$ cat config.mk
export PLATFORM = sky130hd
export DESIGN_NAME = cellsel_arm
export DESIGN_NICKNAME = d
export VERILOG_FILES = /design/src/rtl/cellsel_pkg.sv /design/src/rtl/cellsel_pick.sv /design/src/rtl/cellsel_band.sv /design/src/rtl/cellsel_arm.sv
export SDC_FILE = /design/constraint.sdc
export NUM_CORES = 2
export LEC_CHECK = 0
export ABC_CLOCK_PERIOD_IN_PS = 46300
export CORE_ASPECT_RATIO = 2
export CORE_MARGIN = 2
export CORE_UTILIZATION = 65
export DETAILED_ROUTE_END_ITERATION = 8
export PLACE_DENSITY = 0.95
export SYNTH_ARGS = -nofsm -noshare
export SYNTH_HDL_FRONTEND = slang
export SYNTH_HIERARCHICAL = 1
export SYNTH_SLANG_ARGS = --single-unit
$ cat constraint.sdc
create_clock -name clk -period 46.3 [get_ports clk]
set_clock_uncertainty 0.1 [all_clocks]
set_input_delay 11.575 -clock clk [delete_from_list [all_inputs] [get_ports clk]]
set_output_delay 11.575 -clock clk [all_outputs]
set_load 0.01 [all_outputs]
$ cat src/rtl/cellsel_pkg.sv
// Package: shared types for the arm cell selector.
// Assumes nothing beyond IEEE 1800-2017 enum support.
package cellsel_pkg;
    // Direction of the per-period count change.
    typedef enum logic [1:0] {
        STEP_HOLD = 2'd0,
        STEP_UP   = 2'd1,
        STEP_DOWN = 2'd2
    } step_e;
endpackage

$ cat src/rtl/cellsel_pick.sv
// Module: cellsel_pick
// Finds the eligible cell with the lowest (or highest) voltage.
// Ties resolve to the lowest cell number.
// Assumes voltages are unsigned and packed VW bits per cell, cell 0 in the LSBs.
module cellsel_pick #(
    parameter int N_CELLS = 8,
    parameter int VW      = 12,
    localparam int SELW   = (N_CELLS > 1) ? $clog2(N_CELLS) : 1
) (
    input  logic                    clk,
    input  logic                    rst_n,
    input  logic [N_CELLS*VW-1:0]   volts,
    input  logic [N_CELLS-1:0]      elig,
    input  logic                    want_max,
    output logic [SELW-1:0]         sel,
    output logic                    found
);
    logic [VW-1:0] best;

    // Linear scan; a strict comparison keeps the earliest index on ties.
    always_comb begin
        found = 1'b0;
        sel   = '0;
        best  = '0;
        for (int i = 0; i < N_CELLS; i++) begin
            if (elig[i] && (!found ||
                (want_max ? (volts[i*VW +: VW] > best) : (volts[i*VW +: VW] < best)))) begin
                found = 1'b1;
                sel   = SELW'(i);
                best  = volts[i*VW +: VW];
            end
        end
    end

    // a reported choice must come from the eligible subset.
    p_pick_eligible_r4: assert property (@(posedge clk) disable iff (!rst_n)
        found |-> elig[sel]);
    // any non-empty subset yields a choice.
    p_pick_found_r6: assert property (@(posedge clk) disable iff (!rst_n)
        (elig != '0) |-> found);
endmodule

$ cat src/rtl/cellsel_band.sv
// Module: cellsel_band
// Sums the cell voltages and flags cells whose deviation from the arm mean
// reaches 1% of that mean. The check is done without division:
//     |N*v - S| * 100 >= S
// Also reports the lowest-numbered violator.
// Assumes an all-zero arm (S == 0) is never treated as a violation.
module cellsel_band #(
    parameter int N_CELLS = 8,
    parameter int VW      = 12,
    localparam int SW     = VW + $clog2(N_CELLS + 1),
    localparam int CW     = SW + 8,
    localparam int SELW   = (N_CELLS > 1) ? $clog2(N_CELLS) : 1
) (
    input  logic                    clk,
    input  logic                    rst_n,
    input  logic [N_CELLS*VW-1:0]   volts,
    output logic [SW-1:0]           sum_o,
    output logic                    viol_any,
    output logic [SELW-1:0]         viol_sel
);
    logic [N_CELLS-1:0] viol;

    // Arm voltage sum.
    always_comb begin
        sum_o = '0;
        for (int i = 0; i < N_CELLS; i++) sum_o = sum_o + SW'(volts[i*VW +: VW]);
    end

    // One band comparator per cell.
    for (genvar g = 0; g < N_CELLS; g++) begin : g_cell
        logic [CW-1:0] scaled, dev;
        // Scaled deviation of this cell from the mean, kept in integer form.
        always_comb begin
            scaled  = CW'(N_CELLS) * CW'(volts[g*VW +: VW]);
            dev     = (scaled >= CW'(sum_o)) ? scaled - CW'(sum_o) : CW'(sum_o) - scaled;
            viol[g] = (sum_o != '0) && (dev * CW'(100) >= CW'(sum_o));
        end
    end

    // Lowest-numbered violator.
    always_comb begin
        viol_any = 1'b0;
        viol_sel = '0;
        for (int i = N_CELLS - 1; i >= 0; i--) begin
            if (viol[i]) begin
                viol_any = 1'b1;
                viol_sel = SELW'(i);
            end
        end
    end

    // the chosen violator must itself be flagged.
    p_viol_sel_r8: assert property (@(posedge clk) disable iff (!rst_n)
        viol_any |-> viol[viol_sel]);
endmodule

$ cat src/rtl/cellsel_arm.sv
// Module: cellsel_arm (top)
// Keeps the insertion mask of one arm.
// On each strobe it does exactly one of the following:
//   - moves the inserted count by at most one, choosing the cell by min/max
//     voltage according to the current sign;
//   - on a hold period, swaps an out-of-band cell with a partner so the count
//     is preserved.
// Also registers the arm voltage sum for the central controller.
// Assumes cell_v and cur_pos are stable at the strobe edge.
module cellsel_arm
    import cellsel_pkg::*;
#(
    parameter int N_CELLS = 8,
    parameter int VW      = 12,
    localparam int IW     = $clog2(N_CELLS + 1),
    localparam int SW     = VW + $clog2(N_CELLS + 1),
    localparam int SELW   = (N_CELLS > 1) ? $clog2(N_CELLS) : 1
) (
    input  logic                    clk,
    input  logic                    rst_n,
    input  logic                    strobe,
    input  logic [IW-1:0]           idx_req,
    input  logic                    cur_pos,
    input  logic [N_CELLS*VW-1:0]   cell_v,
    output logic [N_CELLS-1:0]      cell_on,
    output logic [IW-1:0]           idx_applied,
    output logic                    step_err,
    output logic [SW-1:0]           arm_sum
);
    logic [SW-1:0]      sum_now;
    logic               band_any;
    logic [SELW-1:0]    band_sel;
    logic [SELW-1:0]    up_sel, dn_sel;
    logic               up_found, dn_found;
    logic [IW:0]        tgt_sat;
    logic               over_range, jump;
    step_e              dir;
    logic [N_CELLS-1:0] mask_nx;
    logic [IW-1:0]      app_nx;
    logic               err_nx;

    cellsel_band #(.N_CELLS(N_CELLS), .VW(VW)) band_i (
        .clk(clk), .rst_n(rst_n), .volts(cell_v),
        .sum_o(sum_now), .viol_any(band_any), .viol_sel(band_sel)
    );

    // Insert candidate: among bypassed cells, lowest when charging, highest otherwise.
    cellsel_pick #(.N_CELLS(N_CELLS), .VW(VW)) pick_up_i (
        .clk(clk), .rst_n(rst_n), .volts(cell_v), .elig(~cell_on),
        .want_max(~cur_pos), .sel(up_sel), .found(up_found)
    );

    // Remove candidate: among inserted cells, highest when charging, lowest otherwise.
    cellsel_pick #(.N_CELLS(N_CELLS), .VW(VW)) pick_dn_i (
        .clk(clk), .rst_n(rst_n), .volts(cell_v), .elig(cell_on),
        .want_max(cur_pos), .sel(dn_sel), .found(dn_found)
    );

    // Saturate the request to N and derive the step direction and error cases.
    always_comb begin
        over_range = ({1'b0, idx_req} > (IW+1)'(N_CELLS));
        tgt_sat    = over_range ? (IW+1)'(N_CELLS) : {1'b0, idx_req};
        if (tgt_sat > {1'b0, idx_applied}) begin
            dir  = STEP_UP;
            jump = tgt_sat > ({1'b0, idx_applied} + 1'b1);
        end else if (tgt_sat < {1'b0, idx_applied}) begin
            dir  = STEP_DOWN;
            jump = ({1'b0, idx_applied} - tgt_sat) > (IW+1)'(1);
        end else begin
            dir  = STEP_HOLD;
            jump = 1'b0;
        end
    end

    // Next mask: a single step, or a count-preserving band swap on hold.
    always_comb begin
        mask_nx = cell_on;
        app_nx  = idx_applied;
        err_nx  = step_err | over_range | jump;
        unique case (dir)
            STEP_UP: if (up_found) begin
                mask_nx[up_sel] = 1'b1;
                app_nx          = idx_applied + 1'b1;
            end
            STEP_DOWN: if (dn_found) begin
                mask_nx[dn_sel] = 1'b0;
                app_nx          = idx_applied - 1'b1;
            end
            default: if (band_any) begin
                if (cell_on[band_sel] && up_found) begin
                    mask_nx[band_sel] = 1'b0;
                    mask_nx[up_sel]   = 1'b1;
                end else if (!cell_on[band_sel] && dn_found) begin
                    mask_nx[band_sel] = 1'b1;
                    mask_nx[dn_sel]   = 1'b0;
                end
            end
        endcase
    end

    // State registers: sum every cycle, mask state only on strobe.
    always_ff @(posedge clk) begin
        if (!rst_n) begin
            cell_on     <= '0;
            idx_applied <= '0;
            step_err    <= 1'b0;
            arm_sum     <= '0;
        end else begin
            arm_sum <= sum_now;
            if (strobe) begin
                cell_on     <= mask_nx;
                idx_applied <= app_nx;
                step_err    <= err_nx;
            end
        end
    end

    p_mask_only_on_strobe_r2: assert property (@(posedge clk) disable iff (!rst_n)
        !strobe |=> ($stable(cell_on) && $stable(idx_applied) && $stable(step_err)));

    p_count_matches_r10: assert property (@(posedge clk) disable iff (!rst_n)
        $countones(cell_on) == int'(idx_applied));

    p_one_toggle_no_band_r10: assert property (@(posedge clk) disable iff (!rst_n)
        (strobe && !band_any) |=> ($countones(cell_on ^ $past(cell_on)) <= 1));

    p_single_step_r7: assert property (@(posedge clk) disable iff (!rst_n)
        strobe |=> ((idx_applied == $past(idx_applied)) ||
                    (idx_applied == $past(idx_applied) + 1'b1) ||
                    (idx_applied == $past(idx_applied) - 1'b1)));

    p_err_sticky_r7: assert property (@(posedge clk) disable iff (!rst_n)
        step_err |=> step_err);

    p_band_keeps_count_r9: assert property (@(posedge clk) disable iff (!rst_n)
        (strobe && dir == STEP_HOLD) |=> (idx_applied == $past(idx_applied)));
endmodule

## After elaboration in Yosys (flattened, before gate mapping)

Cells that the tools add are included.

| cells by class | value |
|---|---|
| add/subtract/negate cells | 27 |
| multipliers | 8 |
| divide/modulo/power cells | 0 |
| magnitude comparators | 55 |
| equal/unequal tests | 4 |
| shift-type cells | 0 |
| mux-type cells | 104 |
| bitwise gates (word level) | 11 |
| reductions and logical operators | 62 |

Operator list:

| cell | count |
|---|---|
| greater-or-equal comparator 24 x 16 -> 1 bit | 8 |
| multiplier 24 x 5 -> 22 bit, second input constant | 8 |
| two-way mux 24 bit | 8 |
| > comparator 12 bit | 14 |
| less-than comparator 12 bit | 14 |
| two-way mux 12 bit | 14 |
| subtractor 15 x 16 -> 17 bit | 8 |
| subtractor 16 x 15 -> 17 bit | 8 |
| greater-or-equal comparator 15 x 16 -> 1 bit | 8 |
| adder 16 x 12 -> 16 bit | 6 |
| two-way mux 3 bit | 16 |
| two-way mux 1 bit | 46 |
| two-way mux 8 bit | 5 |
| logical AND 1 bit | 27 |
| AND 8 bit | 3 |
| NOT 8 bit | 3 |
| OR 8 bit | 3 |
| case mux 8 bit (2 select lines) | 1 |
| nonzero test 16 bit | 1 |
| logical NOT 1 bit | 15 |
| logical OR 1 bit | 14 |
| adder 12 x 12 -> 13 bit | 1 |
| less-than comparator 3 x 4 -> 1 bit, second input constant | 3 |
| two-way mux 2 bit | 6 |
| other kinds (23) | 31 |

| storage, ports and cells | value |
|---|---|
| register bits | 29 |
| latch bits | 0 |
| bits in writable memories | 0 |
| bits in read-only memories | 0 |
| input port bits | 104 |
| output and inout bits | 29 |
| word-level logic and storage cells | 275 |
| memories | 0 |

## Longest topological paths before layout

| depth | value |
|---|---|
| depth in word-level cells | 46 |
| gate-level depth with buffers | 79 |
| gate-level depth less buffers | 66 |

## By module

Netlist, hierarchy kept.

Modules (own cells, without submodules):

| module | times used | cells each | area an instance (µm²) | seq. area each (µm²) |
|---|---|---|---|---|
| cellsel_band | 1 | 3532 | 27654.0 | 0.0 |
| cellsel_pick (pick_dn_i) | 1 | 494 | 3801.1 | 0.0 |
| cellsel_pick (pick_up_i) | 1 | 474 | 3642.2 | 0.0 |
| cellsel_arm | 1 | 287 | 2313.5 | 580.6 |

## Worst setup path before layout

OpenSTA, ideal clock, no wires.

| timing | value |
|---|---|
| path type | input to register |
| from | in cell_v[5] |
| to | reg cell_on[1] |
| setup time | 0.089 ns |
| data arrival time | 26.124 ns |
| data required time | 46.111 ns |
| setup slack | 19.987 ns |
| stages on the path | 73 |
| path buffers | 13 |
| cells stage by stage | nand2_1 -> ha_1 -> a21o_1 -> a221o_1 -> nand2_1 -> a31oi_1 -> o31ai_2 -> buf_4 -> mux2_2 -> ha_1 -> and4b_1 -> a211oi_1 -> o22ai_1 -> o32a_1 -> a21bo_2 -> buf_2 -> buf_1 -> a21o_1 -> [... 37 more ...] -> a21o_1 -> clkbuf_1 -> clkbuf_1 -> a21oi_1 -> a22o_1 -> ha_1 -> a21oi_1 -> o21ai_0 -> a21oi_1 -> or2_2 -> and4_1 -> o31ai_1 -> nand2b_1 -> or3_1 -> clkbuf_1 -> or4b_2 -> o211a_1 -> a311oi_2 |

| between the ends | value |
|---|---|
| elaborated cells on any way between the ends | 243 |
| classes of those cells | add/sub: 23; mul: 8; order compare: 50; eq/ne: 2; mux: 94; bitwise: 8; reduce/logical: 58 |

RTL lines:

| what | RTL line | RTL |
|---|---|---|
| start: declaration | cellsel_arm.sv:24 | `input logic [N_CELLS*VW-1:0] cell_v,` |
| two-way mux 12 bit (*) | cellsel_pick.sv:26 | `if (elig[i] && (!found \|\|` |
| > comparator 12 bit / less-than comparator 12 bit (equally long branches) | cellsel_pick.sv:27 | `(want_max ? (volts[i*VW +: VW] > best) : (volts[i*VW +: VW] < best)))) begin` |
| two-way mux 1 bit | cellsel_pick.sv:27 |  |
| logical OR 1 bit | cellsel_pick.sv:26 |  |
| logical AND 1 bit | cellsel_pick.sv:26 |  |
| two-way mux 12 bit | cellsel_pick.sv:26 |  |
| > comparator 12 bit / less-than comparator 12 bit (equally long branches) | cellsel_pick.sv:27 |  |
| two-way mux 1 bit | cellsel_pick.sv:27 |  |
| [... 28 more ...] | -- |  |
| net up_sel[2] | cellsel_arm.sv:33 | `logic [SELW-1:0] up_sel, dn_sel;` |
| less-than comparator 3 x 4 -> 1 bit (implied by the code) / greater-or-equal comparator 3 x 1 -> 1 bit (equally long branches) | cellsel_arm.sv:82, cellsel_arm.sv:92 |  |
| logical AND 1 bit (implied by the code) | cellsel_arm.sv:82, cellsel_arm.sv:92 |  |
| two-way mux 1 bit (implied by the code) | cellsel_arm.sv:82, cellsel_arm.sv:92 |  |
| demux 1 bit (select 3 bit) (*) | cellsel_arm.sv:82, cellsel_arm.sv:92 |  |
| OR 8 bit (no source line) | -- |  |
| two-way mux 8 bit | cellsel_arm.sv:90 | `if (cell_on[band_sel] && up_found) begin` |
| two-way mux 8 bit | cellsel_arm.sv:89 | `default: if (band_any) begin` |
| case mux 8 bit (2 select lines) (*) | cellsel_arm.sv:80 | `unique case (dir)` |
| end signal: assignment | cellsel_arm.sv:111 | `cell_on <= mask_nx;` |
| end: declaration | cellsel_arm.sv:25 | `output logic [N_CELLS-1:0] cell_on,` |

The timed path passes the listed nets; every way through them passes the cells marked *. The select of a mux whose other input is x is not followed.
A chain may end at the register's enable or synchronous reset.

## Worst setup path in the final report

| timing | value |
|---|---|
| from | in cell_v[15] |
| to | reg cell_on[5] |

| between the ends | value |
|---|---|
| longest elaborated chain between the ends | 45 |
| elaborated cells on any way between the ends | 241 |
| classes of those cells | add/sub: 23; mul: 8; order compare: 50; eq/ne: 2; mux: 92; bitwise: 8; reduce/logical: 58 |

Ends and longest elaborated chain:

| what | RTL line | RTL |
|---|---|---|
| less-than comparator 12 bit / > comparator 12 bit (equally long branches) | cellsel_pick.sv:27 |  |
| two-way mux 1 bit | cellsel_pick.sv:27 |  |
| logical OR 1 bit | cellsel_pick.sv:26 |  |
| logical AND 1 bit | cellsel_pick.sv:26 |  |
| two-way mux 12 bit | cellsel_pick.sv:26 |  |
| less-than comparator 12 bit / > comparator 12 bit (equally long branches) | cellsel_pick.sv:27 |  |
| two-way mux 1 bit | cellsel_pick.sv:27 |  |
| logical OR 1 bit | cellsel_pick.sv:26 |  |
| [... 27 more ...] | -- |  |
| net dn_sel[2] | cellsel_arm.sv:33 |  |
| [... 2 more ...] | -- |  |
| two-way mux 1 bit (implied by the code) | cellsel_arm.sv:86, cellsel_arm.sv:95 |  |
| demux 1 bit (select 3 bit) (*) | cellsel_arm.sv:86, cellsel_arm.sv:95 |  |
| NOT 8 bit (no source line) (*) | -- |  |
| AND 8 bit (no source line) | -- |  |
| two-way mux 8 bit | cellsel_arm.sv:93 | `end else if (!cell_on[band_sel] && dn_found) begin` |
| two-way mux 8 bit | cellsel_arm.sv:90 |  |
| two-way mux 8 bit | cellsel_arm.sv:89 |  |
| case mux 8 bit (2 select lines) (*) | cellsel_arm.sv:80 |  |

Marked as above.

==> metrics.cfg <==
[cts]
clockBufferDepth=2
clk-insertion-delay-late_ns=0.33
clk_transition_reported_paths_ns=0.07
postCtsSetupBuffers=0
cts_root_buffer=clkbuf_16
hold_buffers=0
cts_made_buffers=5
post_cts_resized=0
clkSinkCount=29
cts_tree=done
h-tree-depth=2

[synth]
synth_compound_area_share_pct=27.4
synth_top_cell_by_area=ha_1
synth_nets=5954
async_reset_ff_share_pct=0
synth_seq_area_share_pct=1.55
synth_adder_area_share_pct=39.6
yosys-top-cells-count=ha_1 (869), inv_1 (742), a21oi_1 (367), nand2_1 (278), o21ai_0 (240)
synth-edff-count=0
synth.top_cell.area_share_pct=29.1
yosys.cell_types.count=123
netlist_area_um2=37400
ys_ff_latch=29
ys_top_cells_by_area=ha_1 (29%), fa_1 (10%), inv_1 (7.4%)
syn_avg_cell_area_um2=7.82
synth_top_family_by_area=adder cells
ys_warn_count=6
yosys.area_share.simple_pct=13.2
synthFlopType=dfxtp_1
yosysMostFrequentCell=ha_1
syn_inst=4787
synth-xor-area-share_pct=5.76
synthMuxAreaShare_pct=3.09

[global_route]
grt_max_degree=40
antenna_found_initial=8
grt_pass1_wl_um=235000
overflow=0
grt_pass1_vias=41243
gr-usage-all-layers_pct=51.6

[routing]
route.detailed.drc=2
via_per_inst=7.07
vias=39924
drt_iter0_markers=3945
detail_route.wl_per_cell_um=27.8
wirelength_um=157000
first_pass_iters=9
drtAntennaViolNets=0

[timing]
relSlewSlack_pct=17.9
post-route-period-util_pct=65.2
finalSetupTns_ns=0
worst_pin_slew_ns=1.23
min_period_ns=30.19
rsz0062_at_grt=no
maxSlewViolCount=0
timing.fmax_ghz=0.0331
setup_viol=0
hold_viol=0

[worst_hold_path]
hp-class=reg2reg

[floorplan]
die_x_um=174
core_um2=57100
start_util_pct=65.5
io_pins=133
dieArea_um2=59600
rows=124
die_h_um=343

[setup_path]
cp.required_ns=46.45
rrSetupSlack_ns=27.29
crit_path_start_kind=input port
crit_path_end_kind=flip-flop
crit_path_max_fanout=33
cp.arrival_ns=30.34
crit_type=in2reg
critPathSlowestCell=a221oi_2
crit_path_frequent_cell=a21oi_1
max_stage_delay_ns=0.80

[placement]
dp_cells=5634
gp_congestion=1.13
dp_hpwl_um=126000
port_buffers=132

[layout]
synthToLayoutAreaGrowth_pct=6.88
final_net_count=6052
final_cells=5646
fill_cells=4577
drive_gt1_share_pct=6.20
utilization_pct=70.0

[outcome]
violations=DRC
status=finished, violations left

[run]
drv_cap=0

state kept, by name (all words and copies together), names as in the netlist:
signal	cells
idx_applied	4
step_err	1
cell_on	8
arm_sum	16
kinds of logic (layout without fill, tap and decap cells):
family,Yosys count,count (layout)
buffers and inverters,891,990
other,0,4
AO/OA/AOI/OAI,1456,1456
AND/OR/NAND/NOR,989,989
adder cells (fa/ha/maj),1067,1067
XOR/XNOR,246,246
flip-flops,29,29
multiplexers,109,109
critical path: cells and delay by family:
family                   cells  cell delay (ns)
AO/OA/AOI/OAI               43            11.27
multiplexers                 3             1.17
AND/OR/NAND/NOR              8             1.78
buffers and inverters        6             2.07
adder cells (fa/ha/maj)      7             2.38
area by class of cell:
| cell class | instances | area (um^2) | area share, % |
|---|---|---|---|
| multi-input cells | 3867 | 33400 | 83.4 |
| inverters | 746 | 2810 | 7.02 |
| repair buffers | 236 | 2100 | 5.26 |
| well taps | 756 | 946 | 2.37 |
| flip-flops and latches | 29 | 581 | 1.45 |
| clock buffers | 6 | 139 | 0.347 |
| clock inverters | 2 | 37.5 | 0.0939 |
| diodes | 4 | 10.0 | 0.0250 |
routing by layer:
| metal | vias to the layer above | GRT usage, % | wire length (um) | part of all wire [%] |
|---|---|---|---|---|
| met2 | 2811 | 86.7 | 71300 | 45 |
| li1 | 17287 | - | - | - |
| met5 | - | 0.641 | 63 | 0.040 |
| met3 | 1338 | 15.2 | 16000 | 10 |
| met4 | 4 | 59.3 | 22800 | 15 |
| met1 | 18484 | 46.6 | 46500 | 30 |
placed cells by master, fill, tap and decap left out, types with 45 or more instances in the layout:
master	n
ha_1	869
inv_1	742
a21oi_1	366
nand2_1	278
o21ai_0	239
nor2_1	223
a21o_1	199
fa_1	194
xnor2_1	171
clkdlybuf4s50_1	132
buf_4	104
nand3_1	81
o21a_1	77
xor2_1	73
nor2b_1	70
mux2i_1	67
nor3_1	56
nand4_1	48
a31oi_1	45
metrics by stage:
stage	area [um^2]	hold slack [ns]	setup slack, ns
2_1_floorplan	37400	0.409	19.99
3_3_place_gp	39800	0.363	16.33
3_5_place_dp	39800	0.376	16.51
4_1_cts	40000	0.397	16.83
5_1_grt	40000	0.407	15.53
6_report	40000	0.400	16.11
path summary, 6_finish.rpt:
kind | start | cells past startpoint | to
worst max-delay path | cell_v[15] | 67 | cell_on[5]
worst min-delay path | step_err | 1 | step_err
worst max register to register | cell_on[0] | 68 | cell_on[5]
worst min register to register | step_err | 1 | step_err
Power is left out: the tool's default activity adds up to more than one toggle a clock period on the data nets, which glitch-free logic cannot reach.
